--- src/rtl/cnt_pkg.sv ---
package cnt_pkg;
  typedef enum logic [1:0] {
    OP_HOLD  = 2'd0,
    OP_COUNT = 2'd1,
    OP_LOAD  = 2'd2,
    OP_CLEAR = 2'd3
  } cnt_op_e;
endpackage

--- src/rtl/cnt_ctrl.sv ---
// Priority decode of the control pins: clear, load, count, hold.
module cnt_ctrl
  import cnt_pkg::*;
(
  input  logic    clr_n,
  input  logic    load_n,
  input  logic    en_p,
  input  logic    en_t,
  output cnt_op_e op
);
  always_comb begin
    if (!clr_n)            op = OP_CLEAR;   // clear wins
    else if (!load_n)      op = OP_LOAD;    // enables ignored
    else if (en_p && en_t) op = OP_COUNT;
    else                   op = OP_HOLD;
  end
endmodule

--- src/rtl/cnt_next.sv ---
// Next-count datapath selected by the decoded operation.
module cnt_next
  import cnt_pkg::*;
#(
  parameter int WIDTH = 4
) (
  input  cnt_op_e          op,
  input  logic [WIDTH-1:0] cur,
  input  logic [WIDTH-1:0] din,
  output logic [WIDTH-1:0] nxt
);
  always_comb begin
    unique case (op)
      OP_CLEAR: nxt = '0;
      OP_LOAD:  nxt = din;
      OP_COUNT: nxt = WIDTH'(cur + 1'b1);   // wraps naturally
      default:  nxt = cur;
    endcase
  end
endmodule

--- src/rtl/cnt_state.sv ---
// Count register; the clear form is picked by ASYNC_CLR.
module cnt_state #(
  parameter int WIDTH     = 4,
  parameter bit ASYNC_CLR = 1'b1
) (
  input  logic             clk,
  input  logic             clr_n,
  input  logic [WIDTH-1:0] nxt,
  output logic [WIDTH-1:0] q
);
  generate
    if (ASYNC_CLR) begin : g_async
      always_ff @(posedge clk or negedge clr_n) begin
        if (!clr_n) q <= '0;
        else        q <= nxt;
      end
      // while clear is low the register reads zero at every edge
      p_async_clear_r1: assert property (@(posedge clk) !clr_n |-> q == '0);
    end else begin : g_sync
      always_ff @(posedge clk) begin
        q <= nxt;
      end
      // a sampled low clear yields zero after the edge
      p_sync_clear_r2: assert property (@(posedge clk) !clr_n |=> q == '0);
    end
  endgenerate
endmodule

--- src/rtl/preset_counter.sv ---
module preset_counter
  import cnt_pkg::*;
#(
  parameter int WIDTH     = 4,
  parameter bit ASYNC_CLR = 1'b1
) (
  input  logic             clk,
  input  logic             clr_n,
  input  logic             load_n,
  input  logic [WIDTH-1:0] din,
  input  logic             en_p,
  input  logic             en_t,
  output logic [WIDTH-1:0] q,
  output logic             rco
);
  localparam logic [WIDTH-1:0] TOP_VAL = {WIDTH{1'b1}};

  cnt_op_e          op;
  logic [WIDTH-1:0] nxt;
  logic [WIDTH-1:0] q_r;

  cnt_ctrl u_ctrl (
    .clr_n (clr_n),
    .load_n(load_n),
    .en_p  (en_p),
    .en_t  (en_t),
    .op    (op)
  );

  cnt_next #(.WIDTH(WIDTH)) u_next (
    .op (op),
    .cur(q_r),
    .din(din),
    .nxt(nxt)
  );

  cnt_state #(.WIDTH(WIDTH), .ASYNC_CLR(ASYNC_CLR)) u_state (
    .clk  (clk),
    .clr_n(clr_n),
    .nxt  (nxt),
    .q    (q_r)
  );

  assign q   = q_r;
  assign rco = en_t & (q_r == TOP_VAL);

  // load captures din at the sampling edge
  p_load_r3: assert property (@(posedge clk) disable iff (!clr_n)
    !load_n |=> q == $past(din));

  // both enables high counts by one
  p_count_r4: assert property (@(posedge clk) disable iff (!clr_n)
    (load_n && en_p && en_t) |=> q == WIDTH'($past(q) + 1'b1));

  // any enable low holds the count
  p_hold_r5: assert property (@(posedge clk) disable iff (!clr_n)
    (load_n && !(en_p && en_t)) |=> $stable(q));

  // the all-ones value counts to zero
  p_wrap_r6: assert property (@(posedge clk) disable iff (!clr_n)
    (load_n && en_p && en_t && q == TOP_VAL) |=> q == '0);

  // carry needs en_t; en_p plays no part
  p_rco_needs_ent_r8: assert property (@(posedge clk) !en_t |-> !rco);
  p_rco_at_top_r8: assert property (@(posedge clk)
    (en_t && q == TOP_VAL) |-> rco);
endmodule

--- config.mk ---
export PLATFORM = sky130hd
export DESIGN_NAME = preset_counter
export DESIGN_NICKNAME = d
export VERILOG_FILES = /design/src/rtl/cnt_pkg.sv /design/src/rtl/cnt_ctrl.sv /design/src/rtl/cnt_next.sv /design/src/rtl/cnt_state.sv /design/src/rtl/preset_counter.sv
export SDC_FILE = /design/constraint.sdc
export NUM_CORES = 1
export LEC_CHECK = 0
export CORE_AREA = 2 2 39 41
export CTS_CLUSTER_DIAMETER = 120
export DETAILED_ROUTE_END_ITERATION = 6
export DIE_AREA = 0 0 41 43
export SLEW_MARGIN = 20
export SYNTH_ARGS = -nofsm -noshare
export SYNTH_HDL_FRONTEND = slang
export SYNTH_HIERARCHICAL = 1
export SYNTH_SLANG_ARGS = --single-unit
--- constraint.sdc ---
create_clock -name clk -period 1.25 [get_ports clk]
set_input_delay 0.1875 -clock clk [delete_from_list [all_inputs] [get_ports clk]]
set_output_delay 0.1875 -clock clk [all_outputs]
set_load 0.005 [all_outputs]
## Word-level counts from Yosys, hierarchy flattened

Index checks and enable logic that the tools add are counted.

| storage, ports and cells | value |
|---|---|
| memory bits (read-only) | 0 |
| memory bits (writable) | 0 |
| memories kept | 0 |
| register bits after elaboration | 4 |
| output and inout port bits | 5 |
| input bits | 9 |
| word-level logic and storage cells | 13 |
| bits in latches | 0 |

| operators by class | value |
|---|---|
| bitwise gates (word level) | 1 |
| shifts and indexed selects | 0 |
| div/mod/pow operators | 0 |
| reductions and logical operators | 2 |
| add/sub/neg operators | 1 |
| equality and inequality tests | 4 |
| multiplexer cells | 4 |
| magnitude comparators | 0 |
| $mul | 0 |

Operators by type and width:

| kind | count |
|---|---|
| $pmux 4 s3 | 1 |
| $add 4x1->4 const B | 1 |
| $eq 2x2->1 const B | 2 |
| $eq 4x4->1 const B | 1 |
| $mux 2 | 2 |
| $reduce_bool 3->1 | 1 |
| $eq 2x1->1 const B | 1 |
| $and 1x1->1 | 1 |
| $logic_and 1x1->1 | 1 |
| $mux 1 | 1 |

## Longest topological paths before layout

Gate-level depths: netlist of the first run.

| logic depth | value |
|---|---|
| word-level depth | 6 |
| mapped depth | 6 |

## Hierarchy

The synthesis of the first run kept the hierarchy.

Modules (own cells, without submodules):

| module | cells an instance | times used | seq. area each (sq um) | area an instance (sq um) |
|---|---|---|---|---|
| cnt_next | 19 | 1 | 0.0 | 143.9 |
| cnt_state | 4 | 1 | 100.1 | 100.1 |
| cnt_ctrl | 3 | 1 | 0.0 | 12.5 |
| preset_counter | 3 | 1 | 0.0 | 12.5 |

## Worst setup path after synthesis of the first run

OpenSTA, ideal clock, no wires.

| timing | value |
|---|---|
| path kind | register to register |
| start | register u_state.q[0] |
| end | register u_state.q[2] |
| data arrival time | 1021 ps |
| path buffers | 0 |
| setup time | 82 ps |
| cell stages (with the launch flop) | 4 |
| path slack | 147 ps |
| cell sequence | dfrtp_1 ha_1 mux2_2 o22ai_1 |

| between the ends | value |
|---|---|
| word-level cells in the longest chain between the ends | 2 |

RTL lines:

| item | line | RTL |
|---|---|---|
| start: declaration | cnt_state.sv:9 | `output logic [WIDTH-1:0] q` |
| start signal: assignment | cnt_state.sv:15 | `else q <= nxt;` |
| $add 4x1->4 | cnt_next.sv:16 | `OP_COUNT: nxt = WIDTH'(cur + 1'b1);` |
| $pmux 4 s3 | cnt_next.sv:13 | `unique case (op)` |
| named net nxt[2] | preset_counter.sv:19 | `logic [WIDTH-1:0] nxt;` |

The timed path passes the listed nets, and every way through them passes these cells.
A chain may end at the register's enable or synchronous reset.

## Worst setup path in the final report of the first run

Ends and elaborated chain as after synthesis.

==> impl_metrics.csv, run 1 <==
group,metric,value,unit
grt,grt_pass1_wl,1.08,mm
critical_path,critPathLaunchType,"flip-flop",
clock_tree,cts_tree,"built",
place,place_congestion,0.751,
sta,finalCriticalPeriod,1.23,ns
run_status,run_status,"finished, final reports clean",
critical_path,crit_type,"flip-flop to flip-flop",
detailed_routing,met3WireLength,40,um
synthesis,synth_cells,29,
clock_tree,cts_buffers,3,
synthesis,synth-seq-cells,4,
die,dieArea,1760,um2
detailed_routing,drc,0,
power,leakage,0.235,nW
hold_path,hp-class,"input pin to asynchronous set/reset pin",
place,dpl.hpwl,501,um
sta,setup_violations,0,
final_layout,reg_top3,"u_state/q x4",
clock_tree,clock_path_buffers,2,
clock_tree,cts-root-buf,"clkbuf_4",
synthesis,synth_area_per_cell,9.28,um2
run,drv_cap,0,
synthesis,yosysWarnings,6,
grt,grt_overflow_total,0,
power,ir_drop,0.259,mV
grt,antenna_found_initial,0,
grt,track_usage,9.69,%
die,rows,14,
grt,grt_pass1_vias,275,
final_layout,drive_gt1_share,28.0,%
die,fp.dieW,41,um
detailed_routing,firstDrtPassIters,4,
final_layout,diodes,0,
die,boundaryPins,14,
place,dp_slack,-0.278,ns
die,die-height,43,um
final_layout,regMostFlops,"u_state/q",
detailed_routing,routed.top_layer,"met3",
sta,finClkSkew,0.000578,ns
sta,fin_ws,0.0220,ns
detailed_routing,wl_met2,316,um
place,io_buffers,13,
synthesis,syn_area,269,um2
sta,rsz0062_at_grt,"yes",
synthesis,ys_types,15,
final_layout,fin_nets,62,
sta,hold_violations,0,
clock_tree,clock_sinks,4,
grt,grt_max_degree,8,
detailed_routing,wl_met1,262,um
sta,max_slew_margin,83.3,%
die,start_util,19.4,%
detailed_routing,drtIter0Drc,2,
die,coreArea,1380,um2
critical_path,reg2reg_slack,0.02,ns
detailed_routing,routed_wl,619,um
power,power_density,939,nW/um2
final_layout,syn_to_final_growth,74.9,%
clock_tree,clk_pin_slew,0.04,ns
final_layout,multi_input_area,155,um2
critical_path,arrival,1.38,ns
detailed_routing,vias,265,
synthesis,synth_nets,39,
final_layout,seq_area,100,um2
detailed_routing,viasPerCell,4.02,
final_layout,largest_register_ffs,4,
sta,slew_viol_final,0,
clock_tree,clock_latency,0.23,ns
critical_path,cp_max_fo,2,
clock_tree,cts_hold_buf,0,
clock_tree,h-tree-depth,1,
sta,setup_tns,0,ns
detailed_routing,wl_per_cell,9.38,um
final_layout,fill_cells,155,
sta,fin_crit_sh,98.2,%
sta,clock.fmax,0.814,GHz
detailed_routing,ant_nets,0,
synthesis,seq_area_frac_synth,37.2,%
sta,worstMarginPinSlew,0.250,ns
critical_path,cp-end-kind,"flip-flop",
critical_path,cp.required,1.40,ns
[synth_stat cells (all sizes together)]
cell,n,area share (%)
nand2,6,9.3
mux2i,4,15
buf,2,6.0
nor2b,1,2.3
xnor2,1,3.3
dfrtp,4,37
ha,1,4.7
mux2,1,4.2
nand3,3,5.6
o21ai,2,3.7
nor2,1,1.4
o22ai,2,4.7
and2b,1,2.8
[path summary, 6_finish.rpt]
kind | cells past startpoint | end | startpoint
worst max-delay path | 4 | u_state/q[2] | u_state/q[0]
worst min-delay path | 2 | u_state/q[2] | clr_n
worst max register to register | 4 | u_state/q[2] | u_state/q[0]
worst min register to register | 3 | u_state/q[2] | u_state/q[2]
max in group asynchronous | 2 | u_state/q[0] | clr_n
min in group clk | 3 | u_state/q[1] | din[1]
[layout by cell type, fill, tap and decap left out, types with 2 or more instances in the layout]
cell             synthesis  final
dfrtp_1                  4      4
dlygate4sd2_1            0      4
nand2_2                  1      2
buf_4                    0      7
mux2i_1                  4      4
o22ai_1                  2      2
nand2_1                  5      4
clkbuf_4                 0      3
nand3_1                  3      3
clkdlybuf4s50_1          0      8
o21ai_0                  2      2
[cells by family after synthesis]
group	synth area share, %
buffers and inverters	6.04
AO/OA/AOI/OAI	8.37
AND/OR/NAND/NOR	21.4
multiplexers	19.1
adder cells (fa/ha/maj)	4.65
flip-flops	37.2
XOR/XNOR	3.26
[report_power, final]
group	internal, mW	switching (mW)
Clock	0.107	0.0491
Combinational	0.0849	0.0512
Sequential	0.143	0.00658
[worst max-delay path: stages, from the launching register on]
cell and delay (ns):
dfrtp_1 0.38, buf_4 0.15, ha_1 0.21, mux2_2 0.27, o22ai_1 0.14
[per-layer routing]
metal  global-route usage, %  vias to the layer above
li1                        -                      142
met1                    11.8                      117
met2                    12.2                        6
met3                    3.14                        0
met4                    10.0                        0
met5                       0                        -
[area by class of cell]
class,count,area share (%)
repair buffers,20,36.7
multi-input cells,23,33.0
flip-flops and latches,4,21.3
clock buffers,3,4.79
well taps,16,4.26
[per-stage QoR]
step / cell area, um2 / hold WS [ns] / cells / power [mW] / util (%)
floorplan: 269 / -0.108 / 29 / 0.211 / -
global placement: 448 / 0.517 / 62 / 0.291 / 32.4
detailed placement: 448 / 0.521 / 62 / 0.292 / 32.4
CTS: 475 / 0.292 / 66 / 0.453 / 34.4
global route: 470 / 0.318 / 66 / 0.472 / 34.0
finish: 470 / 0.304 / 66 / 0.442 / 34.0
[repair_timing]
action / in CTS / in global routing
pin swaps: 0 / 1
buffers inserted: 1 / 0
gates resized for setup: 7 / 1
endpoints found under the setup margin: 6 / 4
Power figures use the tool's default switching activity.
==> run 2, diff against run 1 <==
Settings changed: SYNTH_HIERARCHICAL 1 to unset.
==> run 2 against run 1 <==
Effect of this change: combinational power down 26%; sequential power about the same; non-clock buffer count up 1; clock power about the same; cell count down 3.0%; die area unchanged; critical path type is now input pin to flip-flop; critical endpoint is now u_state.q[3].
==> impl_metrics.csv, run 2 <==
group,metric,value,unit
run_status,run_status,"finished, final reports clean",
sta,finalCriticalPeriod,1.25,ns
sta,max_slew_margin,83.2,%
grt,grt_pass1_wl,1.09,mm
synthesis,synth_nets,34,
place,place_congestion,0.693,
final_layout,final_cell_mix,"clkdlybuf4s50_1 (8), buf_4 (8), dlygate4sd2_1 (4), dfrtp_1 (4)",
grt,track_usage,9.67,%
synthesis,async_flop_share,100,%
synthesis,synth_area_per_cell,9.38,um2
sta,clock.fmax,0.803,GHz
final_layout,syn_to_final_growth,103,%
power,power_switching,0.0934,mW
sta,finClkSkew,0.00239,ns
power,p_clk_share,38.8,%
final_layout,fin_nets,60,
critical_path,crit_type,"input pin to flip-flop",
clock_tree,clock_latency,0.23,ns
final_layout,seq_area,100,um2
sta,fin_crit_sh,99.6,%
synthesis,yosysMostFrequentCell,"dfrtp_1",
final_layout,drive_gt1_share,31.3,%
synthesis,yosysWarnings,0,
final_layout,reg_top3,"u_state.q x4",
power,p_int,0.309,mW
sta,setup_violations,0,
place,io_buffers,13,
clock_tree,cts_tree,"built",
die,start_util,16.3,%
final_layout,largest_register_ffs,4,
detailed_routing,firstDrtPassIters,1,
power,power,0.402,mW
power,p_sw_share,23.2,%
synthesis,netlist.area_leader.share,44.4,%
clock_tree,h-tree-depth,1,
die,die-height,43,um
synthesis,yosys.area.top_type,"dfrtp_1",
grt,grt_pass1_vias,269,
die,rows,14,
final_layout,diodes,0,
clock_tree,cts_hold_buf,0,
power,ir_drop,0.402,mV
critical_path,cp-end-kind,"flip-flop",
final_layout,fill_cells,154,
critical_path,cpPeakStageDelay,0.49,ns
clock_tree,clock_path_buffers,2,
die,coreArea,1380,um2
synthesis,seq_area_frac_synth,44.4,%
synthesis,synthTopCellsByArea,"dfrtp_1 (44%), xor2_1 (7.8%), nand3_1 (6.7%)",
synthesis,synth-seq-cells,4,
final_layout,regMostFlops,"u_state.q",
synthesis,synth_common_cells,"dfrtp_1 (4), nand3_1 (3), o21ai_0 (3)",
power,power_density,879,nW/um2
sta,setup_tns,0,ns
grt,antenna_found_initial,0,
place,dpl.hpwl,536,um
critical_path,arrival,1.40,ns
power,combPwrFrac,25.0,%
detailed_routing,routed_wl,670,um
power,power_frac_seq,36.2,%
grt,grt_max_degree,9,
critical_path,cp.required,1.40,ns
detailed_routing,drc,0,
critical_path,critPathSlowestCell,"clkdlybuf4s50_1",
clock_tree,clk_pin_slew,0.04,ns
synthesis,synth-compound-area-share,18.9,%
run,drv_cap,0,
critical_path,critPathLaunchType,"input pin",
synthesis,synth_cells,24,
synthesis,synth_xor_area_share,7.78,%
synthesis,synth_simple_gate_area_share,21.7,%
critical_path,reg2reg_depth,3,
clock_tree,clock_sinks,4,
synthesis,ys_types,15,
critical_path,cp_max_fo,4,
sta,slew_viol_final,0,
die,fp.dieW,41,um
die,boundaryPins,14,
final_layout,multi_input_area,125,um2
clock_tree,cts_buffers,3,
detailed_routing,ant_nets,0,
hold_path,hp-class,"input pin to asynchronous set/reset pin",
sta,hold_violations,0,
sta,worstMarginPinSlew,0.251,ns
synthesis,syn_area,225,um2
grt,grt_overflow_total,0,
clock_tree,cts-root-buf,"clkbuf_4",
die,dieArea,1760,um2
synthesis,synth_top_family_by_area,"simple AND/OR/NAND/NOR gates",
sta,rsz0062_at_grt,"yes",
detailed_routing,drtIter0Drc,0,
power,leakage,0.212,nW
synthesis,synth_edf_count,0,
critical_path,path_cells,"clkdlybuf4s50_1 > buf_4 > nand2_2 > or3_1 > a31oi_1",
detailed_routing,wl_per_cell,10.5,um
detailed_routing,vias,267,
synthesis,synth_adder_area_share,5.56,%
clock_tree,cts_setup_buffers,0,
synthesis,ys.flop_type,"dfrtp_1",
detailed_routing,viasPerCell,4.17,
synthesis,synth.area.mux_share,0,%
## run 2: cell types whose count changed after synthesis, moves of 2 or more
| cell | previous run | this run |
|---|---|---|
| mux2i_1 | 4 | 0 |
| nand2_1 | 5 | 1 |
| o22ai_1 | 2 | 0 |
| xor2_1 | 0 | 2 |
## run 2: repair_timing
| item | 4_1_cts | 5_1_grt |
|---|---|---|
| gates resized for setup | 7 | 3 |
| pin swaps | 0 | 1 |
| setup endpoints to repair | 5 | 1 |
## run 2: kinds of logic (layout without fill, tap and decap cells)
family,after synthesis,in the layout
AO/OA/AOI/OAI,7,7
flip-flops,4,4
adder cells (fa/ha/maj),1,1
XOR/XNOR,2,2
AND/OR/NAND/NOR,9,9
buffers and inverters,1,25
## run 2: layout make-up
cell class	count	share of cell area (%)
clock buffers	3	4.92
inverters	1	0.820
multi-input cells	19	27.3
flip-flops and latches	4	21.9
well taps	16	4.37
repair buffers	21	40.7
## run 2: critical path, delay by kind of cell
family / cells / cell delay, ns
AOI/OAI and AO/OA: 1 / 0.16
buffers and inverters: 2 / 0.62
and+or+nand+nor: 2 / 0.43
## run 2: per-stage QoR
stage                     std cells  setup slack, ns  util, %  cell area [um2]  hold slack, ns
after floorplan                  24            0.191        -              225          -0.108
after global placement           61           -0.292     31.5              435           0.561
after detailed placement         61           -0.320     31.5              435           0.559
after CTS                        64           -0.108     32.9              455           0.312
after global routing             64          -0.0341     33.1              458           0.324
final                            64          0.00459     33.1              458           0.313
## run 2: per-layer routing
layer  global-route usage [%]  wire length [um]  vias up
li1                         -                 -      138
met1                     11.7               278      116
met2                     13.1               323       11
met3                     3.14                58        2
met4                     8.00                10        0
met5                        0                 0        -
## run 2: power groups by stage
stage	Clock [mW]	Sequential [mW]	Combinational, mW
final	0.156	0.146	0.101
after global routing	0.179	0.147	0.113
after CTS	0.163	0.145	0.102
after detailed placement	0	0.147	0.108
after global placement	0	0.146	0.107
after floorplan	0	0.151	0.0213
## run 2: final timing paths
| check | startpoint | end | slack [ns] |
|---|---|---|---|
| max | en_t | u_state.q[3] | 0.005 |
| min | clr_n | u_state.q[3] | 0.31 |
| max reg2reg | u_state.q[3] | u_state.q[3] | 0.13 |
| min reg2reg | u_state.q[3] | u_state.q[3] | 0.68 |
| max in group asynchronous | clr_n | u_state.q[1] | 0.83 |
| min in group clk | din[0] | u_state.q[0] | 0.54 |
==> run 3, diff against run 2 <==
Settings changed: HOLD_SLACK_MARGIN set to 0.05.
==> results of run 3 <==
Final layout, timing and power as in run 2 (identical DEF).
